$ cat src/rtl/cmi_pkg.sv
package cmi_pkg;
  // control word bit positions
  localparam int MODE_BIT = 0;
  localparam int GO_BIT   = 1;

  // strobes from control to datapath
  typedef struct packed {
    logic load;  // restart the sweep address
    logic run;   // sweep in progress, own the memory port
  } cmi_strobe_t;
endpackage

$ cat src/rtl/cmi_ctrl.sv
module cmi_ctrl
  import cmi_pkg::*;
#(
  parameter int DATA_W = 16,
  parameter int PAT_W  = 3
) (
  input  logic              clk,
  input  logic              rstN,
  input  logic              cfgWrEn,
  input  logic [DATA_W-1:0] cfgWrData,
  output logic [DATA_W-1:0] cfgRdData,
  input  logic              frameStart,
  input  logic              sweepLast,
  output logic [PAT_W-1:0]  fillPat,
  output cmi_strobe_t       strobe
);
  logic [DATA_W-1:0] ctrlWord;
  logic              busy;
  logic [1:0]        frmCnt;
  logic              startReq;

  assign startReq   = cfgWrEn && !busy && cfgWrData[MODE_BIT] && cfgWrData[GO_BIT];
  assign strobe.load = startReq;
  assign strobe.run  = busy;
  assign fillPat    = ctrlWord[DATA_W-1 -: PAT_W];
  assign cfgRdData  = ctrlWord;

  always_ff @(posedge clk) begin
    if (!rstN) begin
      ctrlWord <= '0;
      busy     <= 1'b0;
    end else if (busy) begin
      if (sweepLast) begin
        busy             <= 1'b0;
        ctrlWord[GO_BIT] <= 1'b0;
      end
    end else if (cfgWrEn) begin
      ctrlWord <= cfgWrData;
      busy     <= startReq;
    end
  end

  // frame pulses seen during the current sweep (saturating)
  always_ff @(posedge clk) begin
    if (!rstN || startReq) frmCnt <= '0;
    else if (busy && frameStart && frmCnt != 2'd3) frmCnt <= frmCnt + 2'd1;
  end

  p_go_clears_r4: assert property (@(posedge clk) disable iff (!rstN)
    busy && sweepLast |=> !ctrlWord[GO_BIT] && !busy);
  p_ignore_cfg_r8: assert property (@(posedge clk) disable iff (!rstN)
    busy && cfgWrEn |=> $stable(fillPat) && $stable(ctrlWord[DATA_W-1:GO_BIT+1]));
  p_no_mode_r5: assert property (@(posedge clk) disable iff (!rstN)
    !busy && cfgWrEn && !cfgWrData[MODE_BIT] |=> !busy);
  p_two_frames_r9: assert property (@(posedge clk) disable iff (!rstN)
    busy |-> frmCnt <= 2'd2);
endmodule

$ cat src/rtl/cmi_dp.sv
module cmi_dp
  import cmi_pkg::*;
#(
  parameter int ADDR_W = 13,
  parameter int DATA_W = 16,
  parameter int PAT_W  = 3
) (
  input  logic              clk,
  input  logic              rstN,
  input  cmi_strobe_t       strobe,
  input  logic [PAT_W-1:0]  fillPat,
  output logic              sweepLast,
  input  logic              hostWrReq,
  input  logic [ADDR_W-1:0] hostAddr,
  input  logic [DATA_W-1:0] hostData,
  output logic              hostReady,
  output logic              memWe,
  output logic [ADDR_W-1:0] memAddr,
  output logic [DATA_W-1:0] memData
);
  localparam int ZERO_W = DATA_W - PAT_W;
  localparam logic [ADDR_W-1:0] LAST_ADDR = '1;

  logic [ADDR_W-1:0] sweepAddr;

  always_ff @(posedge clk) begin
    if (!rstN || strobe.load) sweepAddr <= '0;
    else if (strobe.run)      sweepAddr <= sweepAddr + 1'b1;
  end

  assign sweepLast = strobe.run && (sweepAddr == LAST_ADDR);
  assign hostReady = !strobe.run;
  assign memWe     = strobe.run || hostWrReq;
  assign memAddr   = strobe.run ? sweepAddr : hostAddr;
  assign memData   = strobe.run ? {fillPat, {ZERO_W{1'b0}}} : hostData;

  p_step_r2: assert property (@(posedge clk) disable iff (!rstN)
    strobe.run && !sweepLast |=> memWe && memAddr == $past(memAddr) + 1'b1);
  p_low_zero_r3: assert property (@(posedge clk) disable iff (!rstN)
    strobe.run |-> memData[ZERO_W-1:0] == '0);
  p_stall_r6: assert property (@(posedge clk) disable iff (!rstN)
    strobe.run && hostWrReq |-> !hostReady);
  p_host_pass_r7: assert property (@(posedge clk) disable iff (!rstN)
    hostReady && hostWrReq |-> memWe && memAddr == hostAddr && memData == hostData);
endmodule

$ cat src/rtl/cm_bulk_init.sv
module cm_bulk_init
  import cmi_pkg::*;
#(
  parameter int STREAM_W = 5,
  parameter int CHAN_W   = 8,
  parameter int DATA_W   = 16,
  parameter int PAT_W    = 3
) (
  input  logic                       clk,
  input  logic                       rstN,
  input  logic                       cfgWrEn,
  input  logic [DATA_W-1:0]          cfgWrData,
  output logic [DATA_W-1:0]          cfgRdData,
  input  logic                       frameStart,
  input  logic                       hostWrReq,
  input  logic [STREAM_W+CHAN_W-1:0] hostAddr,
  input  logic [DATA_W-1:0]          hostData,
  output logic                       hostReady,
  output logic                       memWe,
  output logic [STREAM_W+CHAN_W-1:0] memAddr,
  output logic [DATA_W-1:0]          memData
);
  localparam int ADDR_W = STREAM_W + CHAN_W;

  cmi_strobe_t      strobe;
  logic             sweepLast;
  logic [PAT_W-1:0] fillPat;

  cmi_ctrl #(.DATA_W(DATA_W), .PAT_W(PAT_W)) u_ctrl (
    .clk(clk), .rstN(rstN), .cfgWrEn(cfgWrEn), .cfgWrData(cfgWrData),
    .cfgRdData(cfgRdData), .frameStart(frameStart), .sweepLast(sweepLast),
    .fillPat(fillPat), .strobe(strobe)
  );

  cmi_dp #(.ADDR_W(ADDR_W), .DATA_W(DATA_W), .PAT_W(PAT_W)) u_dp (
    .clk(clk), .rstN(rstN), .strobe(strobe), .fillPat(fillPat),
    .sweepLast(sweepLast), .hostWrReq(hostWrReq), .hostAddr(hostAddr),
    .hostData(hostData), .hostReady(hostReady), .memWe(memWe),
    .memAddr(memAddr), .memData(memData)
  );
endmodule

$ cat config.mk
export PLATFORM = sky130hd
export DESIGN_NAME = cm_bulk_init
export DESIGN_NICKNAME = d
export VERILOG_FILES = /design/src/rtl/cmi_pkg.sv /design/src/rtl/cmi_ctrl.sv /design/src/rtl/cmi_dp.sv /design/src/rtl/cm_bulk_init.sv
export SDC_FILE = /design/constraint.sdc
export NUM_CORES = 1
export LEC_CHECK = 0
export BUFFER_PORTS_ARGS = -buffer_cell sky130_fd_sc_hd__buf_4
export CAP_MARGIN = 20
export CORE_MARGIN = 4
export CORE_UTILIZATION = 25
export DETAILED_ROUTE_END_ITERATION = 7
export RECOVER_POWER = 50
export SLEW_MARGIN = 20
export SYNTH_ARGS = -nofsm -noshare
export SYNTH_HDL_FRONTEND = slang
export SYNTH_HIERARCHICAL = 1
export SYNTH_SLANG_ARGS = --single-unit
$ cat constraint.sdc
create_clock -name clk -period 3.2 [get_ports clk]
set_input_delay 0.96 -clock clk [delete_from_list [all_inputs] [get_ports clk]]
set_output_delay 0.96 -clock clk [all_outputs]
set_load 0.05 [all_outputs]
## After elaboration in Yosys (flattened, before gate mapping)

Cells that the tools add are included.

- Add/subtract/negate cells: 1
- Equality and inequality tests: 2
- Multiplexer cells: 8
- Bitwise operators: 1
- Reduce and logical (&&, ||, !) cells: 11

Operator list:

| kind | count |
|---|---|
| 2-to-1 mux 16 bit | 1 |
| adder 13 x 1 -> 13 bit, second input constant | 1 |
| equality test 13 bit, second input constant | 1 |
| 2-to-1 mux 13 bit | 1 |
| 2-to-1 mux 1 bit | 5 |
| logical AND 1 bit | 4 |
| AND reduction 2 bit | 2 |
| logical NOT 1 bit | 2 |
| logical OR 1 bit | 2 |
| 2-to-1 mux 2 bit | 1 |
| != test 2 bit, second input constant | 1 |
| nonzero test 2 bit | 1 |
| NOT 1 bit | 1 |

- Flip-flop bits (word level): 30
- Input port bits: 50
- Output and inout bits: 47
- Word-level logic and storage cells: 27

## Longest topological paths before layout

Gate-level depths: netlist of run 1.

- Word-level depth: 6
- Mapped depth: 8
- Gate-level depth less buffers: 7

## Modules after synthesis

The synthesis of run 1 kept the hierarchy.

By module, submodules not included:

| module | times used | cells each | area an instance (um2) | sequential area each (um2) |
|---|---|---|---|---|
| cmi_dp | 1 | 103 | 899.6 | 260.2 |
| cmi_ctrl | 1 | 80 | 689.4 | 340.3 |

## Worst setup path before layout of run 1

OpenSTA, ideal clock, no wires.

- Path kind: input -> output
- From: input port hostData[0]
- To: output port memData[0]
- Arrival time: 1667 ps
- Required time: 2240 ps
- Slack: 573 ps
- Stages: 1
- Path buffers: 0
- Path through: nor2b_1

- Word-level cells in the longest chain between the ends: 1

Ends and longest elaborated chain:

| element | RTL line | source |
|---|---|---|
| start, declared | cm_bulk_init.sv:17 | `input logic [DATA_W-1:0] hostData,` |
| 2-to-1 mux 16 bit | cmi_dp.sv:35 | `assign memData = strobe.run ? {fillPat, {ZERO_W{1'b0}}} : hostData;` |
| end, declared | cm_bulk_init.sv:21 | `output logic [DATA_W-1:0] memData` |

Every way passes these cells.

## Worst setup path in the final report of run 1

- From: register u_ctrl.busy
- To: output port memData[14]

- Word-level cells in the longest chain between the ends: 1

Ends and longest elaborated chain:

| element | RTL line | source |
|---|---|---|
| start, declared | cmi_ctrl.sv:18 | `logic busy;` |
| start signal, assigned | cmi_ctrl.sv:39 | `busy <= startReq;` |
| 2-to-1 mux 16 bit | cmi_dp.sv:35 |  |

Every way passes these cells.

==> run_results.csv, run 1 <==
group,metric,value,unit
clocking,cts_hold_buf,0,
timing,finalHoldViolations,0,
pwr,p_leak,0.994,nW
setup_path,reg2reg_from,"u_ctrl/busy$_SDFF_PN0_",
logic_synthesis,avgSynthCellArea,8.68,µm²
setup_path,crit_path_start_kind,"flop",
setup_path,cpPeakStageDelay,0.39,ns
setup_path,path_class,"flop to output port",
setup_path,reg2reg_depth,7,
global_route,grt_max_degree,27,
timing,timing.hold.ws,0.452,ns
die,die_area,7700,µm²
logic_synthesis,synth-compound-area-share,13.0,%
hold_path,min_path_cells,2,
setup_path,crit_path_cell_trace,"buf_4, mux2_2, buf_4",
drt,drc,0,
placement,hpwlAfterDp,3480,µm
timing,min_period,2.51,ns
logic_synthesis,yosysUniqueCellTypes,35,
cells_and_area,nets,325,
timing,rsz0062_at_grt,"false",
cells_and_area,fillers,666,
logic_synthesis,synthMuxAreaShare,13.2,%
setup_path,cp-end-kind,"output port",
pwr,vdd_drop_max,308,µV
setup_path,path_max_fanout,26,
logic_synthesis,ys_warn_count,6,
drt,wirelength,4400,µm
setup_path,cp_slowest_cell,"dfxtp_1",
clocking,cts_buffers,5,
logic_synthesis,synth_top_family_by_area,"simple AND/OR/NAND/NOR gates",
die,coreArea,6060,µm²
die,io_pins,97,
die,rows,28,
logic_synthesis,synthCells,183,
global_route,grt_pass1_vias,1546,
timing,slew_viol_final,0,
cells_and_area,num_antenna_cells,0,
timing,fin_setup_tns,0,ns
clocking,post_cts.repair.setup_buffers,0,
cells_and_area,stdcell_count,350,
logic_synthesis,syn_nets,234,
drt,vias,1587,
drt,vias_per_cell,4.53,
die,fp.dieH,87.7,µm
clocking,cts-root-buf,"clkbuf_8",
setup_path,cp.arrival,1.55,ns
hold_path,min_to,"u_ctrl/cfgRdData[6]$_SDFFE_PN0P_",
global_route,antenna_found_initial,0,
drt,wl_per_cell,12.6,µm
clocking,cts_max_level,2,
global_route,grt_usage,11.5,%
hold_path,worstHoldStart,"u_ctrl/cfgRdData[6]$_SDFFE_PN0P_",
placement,dp.cells,342,
logic_synthesis,netlist_area,1590,µm²
timing,setup_viol,0,
clocking,cts_tree,"built",
setup_path,crit_top_cell,"buf_4",
placement,port_buffers,95,
drt,initialDrtViolationCount,59,
die,initial_core_util,26.2,%
cells_and_area,layout-drive-gt1-share,40.0,%
clocking,clk_path_buf_depth,2,
hold_path,hold_path_class,"flop to flop",
pwr,powerDensity,435,nW/µm²
setup_path,reg2reg_setup_slack,1.22,ns
run_status,status,"finished clean",
logic_synthesis,ys_seq_area_share,37.8,%
placement,gp_congestion,0.787,
logic_synthesis,yosys.area_share.simple,27.2,%
drt,drt_first_pass_iters,4,
job,cap_violations,0,
drt,ant_nets,0,
timing,clock_skew,0.0118,ns
clocking,clkTransAtPathRegs,0.06,ns
global_route,grt_first_pass_wirelength,6980,µm
setup_path,crit_required,2.24,ns
die,die_width,87.7,µm
logic_synthesis,synth_adder_area_share,0.787,%
clocking,cts_sinks,30,
global_route,grt_overflow,0,
logic_synthesis,synth_xor_area_share,1.65,%
setup_path,regToRegEndpoint,"u_ctrl/cfgRdData[1]$_SDFFE_PN0P_",
cells_and_area,area_growth_syn_to_layout,47.9,%
timing,slew_headroom,54.3,%
clocking,clk_latency,0.28,ns
timing,worstMarginPinSlew,0.686,ns
logic_synthesis,ys_ff_latch,30,
clocking,cts_resized,0,
timing,finalCritPeriodShare,78.3,%
timing,max_freq,399,MHz
## sequential cells by signal, indices dropped and copies added, names as in the netlist
register	count
u_ctrl/cfgRdData	16
u_ctrl/busy	1
u_dp/sweepAddr	13
## layout by cell type, fill, tap and decap left out, drive strengths merged
cell and instances:
nor2 5, and2 1, dfxtp 30, xor2 1, nand2 39, and4 1
a21boi 15, or2 2, clkbuf 25, nand3 3, inv 3, o21a 2
nor3 1, o211ai 1, nand2b 4, a21oi 6, clkinv 1, o31ai 4
and3 1, ha 1, o21ai 1, nand4 3, xnor2 2, buf 80
or3 1, mux2i 3, nor4 2, or4 4, a31oi 1, nor2b 16
mux2 16
## report_power, final
group          switching (mW)  leakage (nW)  internal [mW]  total, mW
registers             0.00809         0.245          0.387      0.395
logic                   0.205         0.701          0.111      0.316
clock network           0.138        0.0482          0.173      0.311
total                   0.351         0.994          0.671       1.02
## layout make-up
cell class	count	area, µm²	share of cell area (%)
well taps	75	93.8	3.99
clock buffers	7	86.3	3.67
clock inverters	1	5.00	0.213
flip-flops and latches	30	601	25.6
multi-input cells	136	885	37.6
repair buffers	98	668	28.4
inverters	3	11.3	0.479
## critical path, delay by kind of cell, from the launching register on
kind	cells	cell delay (ns)
buffers and inverters	2	0.50
multiplexers	1	0.38
flip-flops	1	0.39
## synth_stat cells
master    number  share of area [%]
buf_4          9                4.3
nand4_2        2                1.6
o211ai_1       1               0.47
nor2_1         5                1.2
a31oi_1        1               0.39
xor2_1         1               0.55
buf_1          1               0.24
nand2b_2       1               0.55
a21oi_1        6                1.9
dfxtp_1       30                 38
nor3_1         1               0.31
nand2b_1       3                1.2
clkbuf_1       2               0.47
a21boi_1       9                4.3
and3_4         1               0.71
mux2_2        16                 11
nand2_1       39                9.2
nand4_1        1               0.39
o21a_1         2               0.94
or3_1          1               0.39
and4_2         1               0.63
and2_1         1               0.39
a21boi_0       6                2.8
mux2i_1        3                1.9
xnor2_1        2                1.1
nand3_1        3               0.94
or4_1          4                1.9
buf_2          2               0.63
nor4_1         2               0.79
or2_2          2               0.79
inv_1          3               0.71
ha_1           1               0.79
o21ai_0        1               0.31
o31ai_1        4                1.9
nor2b_1       16                6.3
## cells by family after synthesis
group	count (synthesis)
mux	19
simple gates	83
flops	30
compound gates	30
fa+ha+maj	1
buf+inv	17
xor+xnor	3
## through the flow
step,cell area (µm²),power (mW),setup WS [ns],utilization [%]
final,2350,1.02,0.694,38.8
after global routing,2350,1.07,0.589,38.8
after CTS,2420,1.06,0.664,39.9
after detailed placement,2330,0.738,0.720,38.4
after global placement,2330,0.735,0.720,38.4
after floorplan,1590,0.623,0.573,-
## how the worst max path moves through the flow
| stage | from | end | slack, ns |
|---|---|---|---|
| after CTS | u_ctrl/busy$_SDFF_PN0_ | memData[14] | 0.66 |
| final | u_ctrl/busy$_SDFF_PN0_ | memData[14] | 0.69 |
| after global routing | u_ctrl/busy$_SDFF_PN0_ | memData[14] | 0.59 |
| after global placement | hostData[14] | memData[14] | 0.72 |
| after floorplan | hostData[0] | memData[0] | 0.57 |
| after detailed placement | hostData[14] | memData[14] | 0.72 |
## per-layer routing
layer  GRT usage, %  up-vias  share of wire (%)  routed length (µm)
met2           20.6       61                 50                2180
met3           3.39        2                 10                 438
met1           12.9      721                 40                1740
li1               -      803                  -                   -
met5              0        -                  0                   0
met4           3.77        0               0.89                  39
No activity file was read; power rests on OpenSTA's default activity.
==> run 2: changes to the inputs <==
==> constraint.sdc (replaced) <==
create_clock -name clk -period 2.3 [get_ports clk]
set_input_delay 0.69 -clock clk [delete_from_list [all_inputs] [get_ports clk]]
set_output_delay 0.69 -clock clk [all_outputs]
set_load 0.05 [all_outputs]
==> run 2 against run 1 <==
Against the previous run:
- design area up 0.27%
- worst hold slack better by 0.0077 ns
- die area unchanged
- sequential share of layout area down 0.068 points
- register-to-register slack worse by 0.87 ns
- global-route usage down 0.84 points
- power up 39%
- worst setup slack worse by 0.56 ns
- flip-flop and latch count unchanged
- clock power up 38%
- utilization up 0.10 points
- critical path depth unchanged
- largest power group unchanged
==> run_results.csv, run 2 (synthesized netlist as in run 1, its figures left out) <==
group,metric,value,unit
run_status,status,"finished clean",
drt,vias_per_cell,4.50,
setup_path,cpPeakStageDelay,0.43,ns
drt,wl_per_cell,12.3,µm
pwr,p_comb_share,31.1,%
drt,ant_nets,0,
setup_path,reg2reg_depth,7,
clocking,cts-root-buf,"clkbuf_8",
placement,hpwlAfterDp,3350,µm
cells_and_area,final_cell_mix,"79 x buf_4, 39 x nand2_1, 30 x dfxtp_1, 19 x clkbuf_1",
timing,slew_viol_final,0,
global_route,grt_overflow,0,
hold_path,min_path_cells,2,
pwr,p_sw,484,µW
setup_path,cp.arrival,1.48,ns
setup_path,path_max_fanout,34,
setup_path,reg2reg_setup_slack,0.35,ns
clocking,cts_buffers,5,
drt,drc,0,
hold_path,worstHoldStart,"u_ctrl/cfgRdData[5]$_SDFFE_PN0P_",
clocking,clk_path_buf_depth,2,
cells_and_area,layout_commonest_cell,"buf_4",
setup_path,reg2reg_from,"u_ctrl/busy$_SDFF_PN0_",
drt,initialDrtViolationCount,27,
setup_path,cp_slowest_cell,"dfxtp_1",
cells_and_area,layout-drive-gt1-share,39.6,%
clocking,cts_tree,"built",
die,die_width,87.7,µm
drt,wirelength,4310,µm
cells_and_area,stdcell_count,350,
setup_path,crit_path_start_kind,"flop",
setup_path,regToRegEndpoint,"u_ctrl/cfgRdData[1]$_SDFFE_PN0P_",
pwr,p_leak,0.986,nW
clocking,post_cts.repair.setup_buffers,0,
timing,worstMarginPinSlew,0.723,ns
setup_path,crit_required,1.61,ns
die,die_area,7700,µm²
cells_and_area,regArea,601,µm²
timing,max_freq,462,MHz
placement,gp_congestion,0.756,
pwr,power,1.42,mW
pwr,intPower,936,µW
die,fp.dieH,87.7,µm
setup_path,crit_path_cell_trace,"buf_12, mux2_2, buf_4",
timing,slew_headroom,51.8,%
pwr,powerDensity,603,nW/µm²
pwr,power_switching_share,34.1,%
cells_and_area,multiInputGateArea,878,µm²
timing,finalCritPeriodShare,94.2,%
drt,drt_first_pass_iters,4,
pwr,vdd_drop_max,298,µV
global_route,grt_first_pass_wirelength,6490,µm
hold_path,hold_path_class,"flop to flop",
hold_path,min_to,"u_ctrl/cfgRdData[5]$_SDFFE_PN0P_",
drt,vias,1576,
placement,port_buffers,95,
timing,clock_skew,0.00716,ns
global_route,grt_pass1_vias,1471,
clocking,cts_hold_buf,0,
timing,min_period,2.17,ns
pwr,pwr-share-clk,30.1,%
clocking,clk_latency,0.27,ns
die,io_pins,97,
clocking,clkTransAtPathRegs,0.06,ns
setup_path,path_class,"flop to output port",
global_route,antenna_found_initial,0,
global_route,grt_max_degree,35,
timing,setup_viol,0,
clocking,cts_sinks,30,
cells_and_area,fillers,673,
cells_and_area,nets,325,
clocking,cts_resized,0,
timing,rsz0062_at_grt,"false",
job,cap_violations,0,
pwr,p_seq_share,38.8,%
global_route,grt_usage,10.6,%
die,rows,28,
setup_path,cp-end-kind,"output port",
cells_and_area,largest_reg_flops,16,
timing,fin_setup_tns,0,ns
clocking,cts_max_level,2,
cells_and_area,num_antenna_cells,0,
setup_path,setup.worst_path.start,"u_ctrl/busy$_SDFF_PN0_",
placement,dp.cells,342,
cells_and_area,area_growth_syn_to_layout,48.3,%
die,initial_core_util,26.2,%
die,coreArea,6060,µm²
timing,finalHoldViolations,0,
[run 2: worst max-delay path: cells and delay by family, from the launching register on]
kind | cells | cell delay [ns]
DFF | 1 | 0.43
muxes | 1 | 0.36
buffers and inverters | 2 | 0.41
[run 2: worst max-delay path by stage]
stage	slack, ns	endpoint
2_1_floorplan	0.12	memData[10]
3_3_place_gp	0.36	memData[14]
3_5_place_dp	0.36	memData[14]
4_1_cts	0.10	memData[14]
5_1_grt	0.06	memData[14]
6_report	0.13	memData[14]
[run 2: per-layer routing]
metal	track usage (%)	share of wire, %	wire length, µm
met3	3.67	9.6	413
met4	4.32	1.5	63
met1	11.8	41	1770
met2	18.4	48	2060
met5	0	0	0
[run 2: final cells by class]
| cell class | instances | share of cell area, % |
|---|---|---|
| clock buffers | 7 | 3.66 |
| clock inverters | 1 | 0.212 |
| inverters | 3 | 0.478 |
| multi-input cells | 136 | 37.3 |
| flip-flops and latches | 30 | 25.5 |
| well taps | 75 | 3.98 |
| repair buffers | 98 | 28.9 |
[run 2: stage by stage]
step / hold slack [ns] / cell area (µm²) / worst slack [ns] / util [%]
2_1_floorplan: 0.448 / 1590 / 0.116 / -
3_3_place_gp: 0.443 / 2340 / 0.361 / 38.6
3_5_place_dp: 0.449 / 2340 / 0.361 / 38.6
4_1_cts: 0.458 / 2430 / 0.104 / 40.2
5_1_grt: 0.471 / 2360 / 0.0576 / 38.9
6_report: 0.460 / 2360 / 0.134 / 38.9
[run 2: power by group through the flow]
stage	Combinational, mW	Sequential (mW)	Clock [mW]
after floorplan	0.247	0.620	0
after global placement	0.463	0.562	0
after detailed placement	0.466	0.563	0
after CTS	0.466	0.551	0.452
after global routing	0.465	0.553	0.470
final	0.442	0.551	0.428
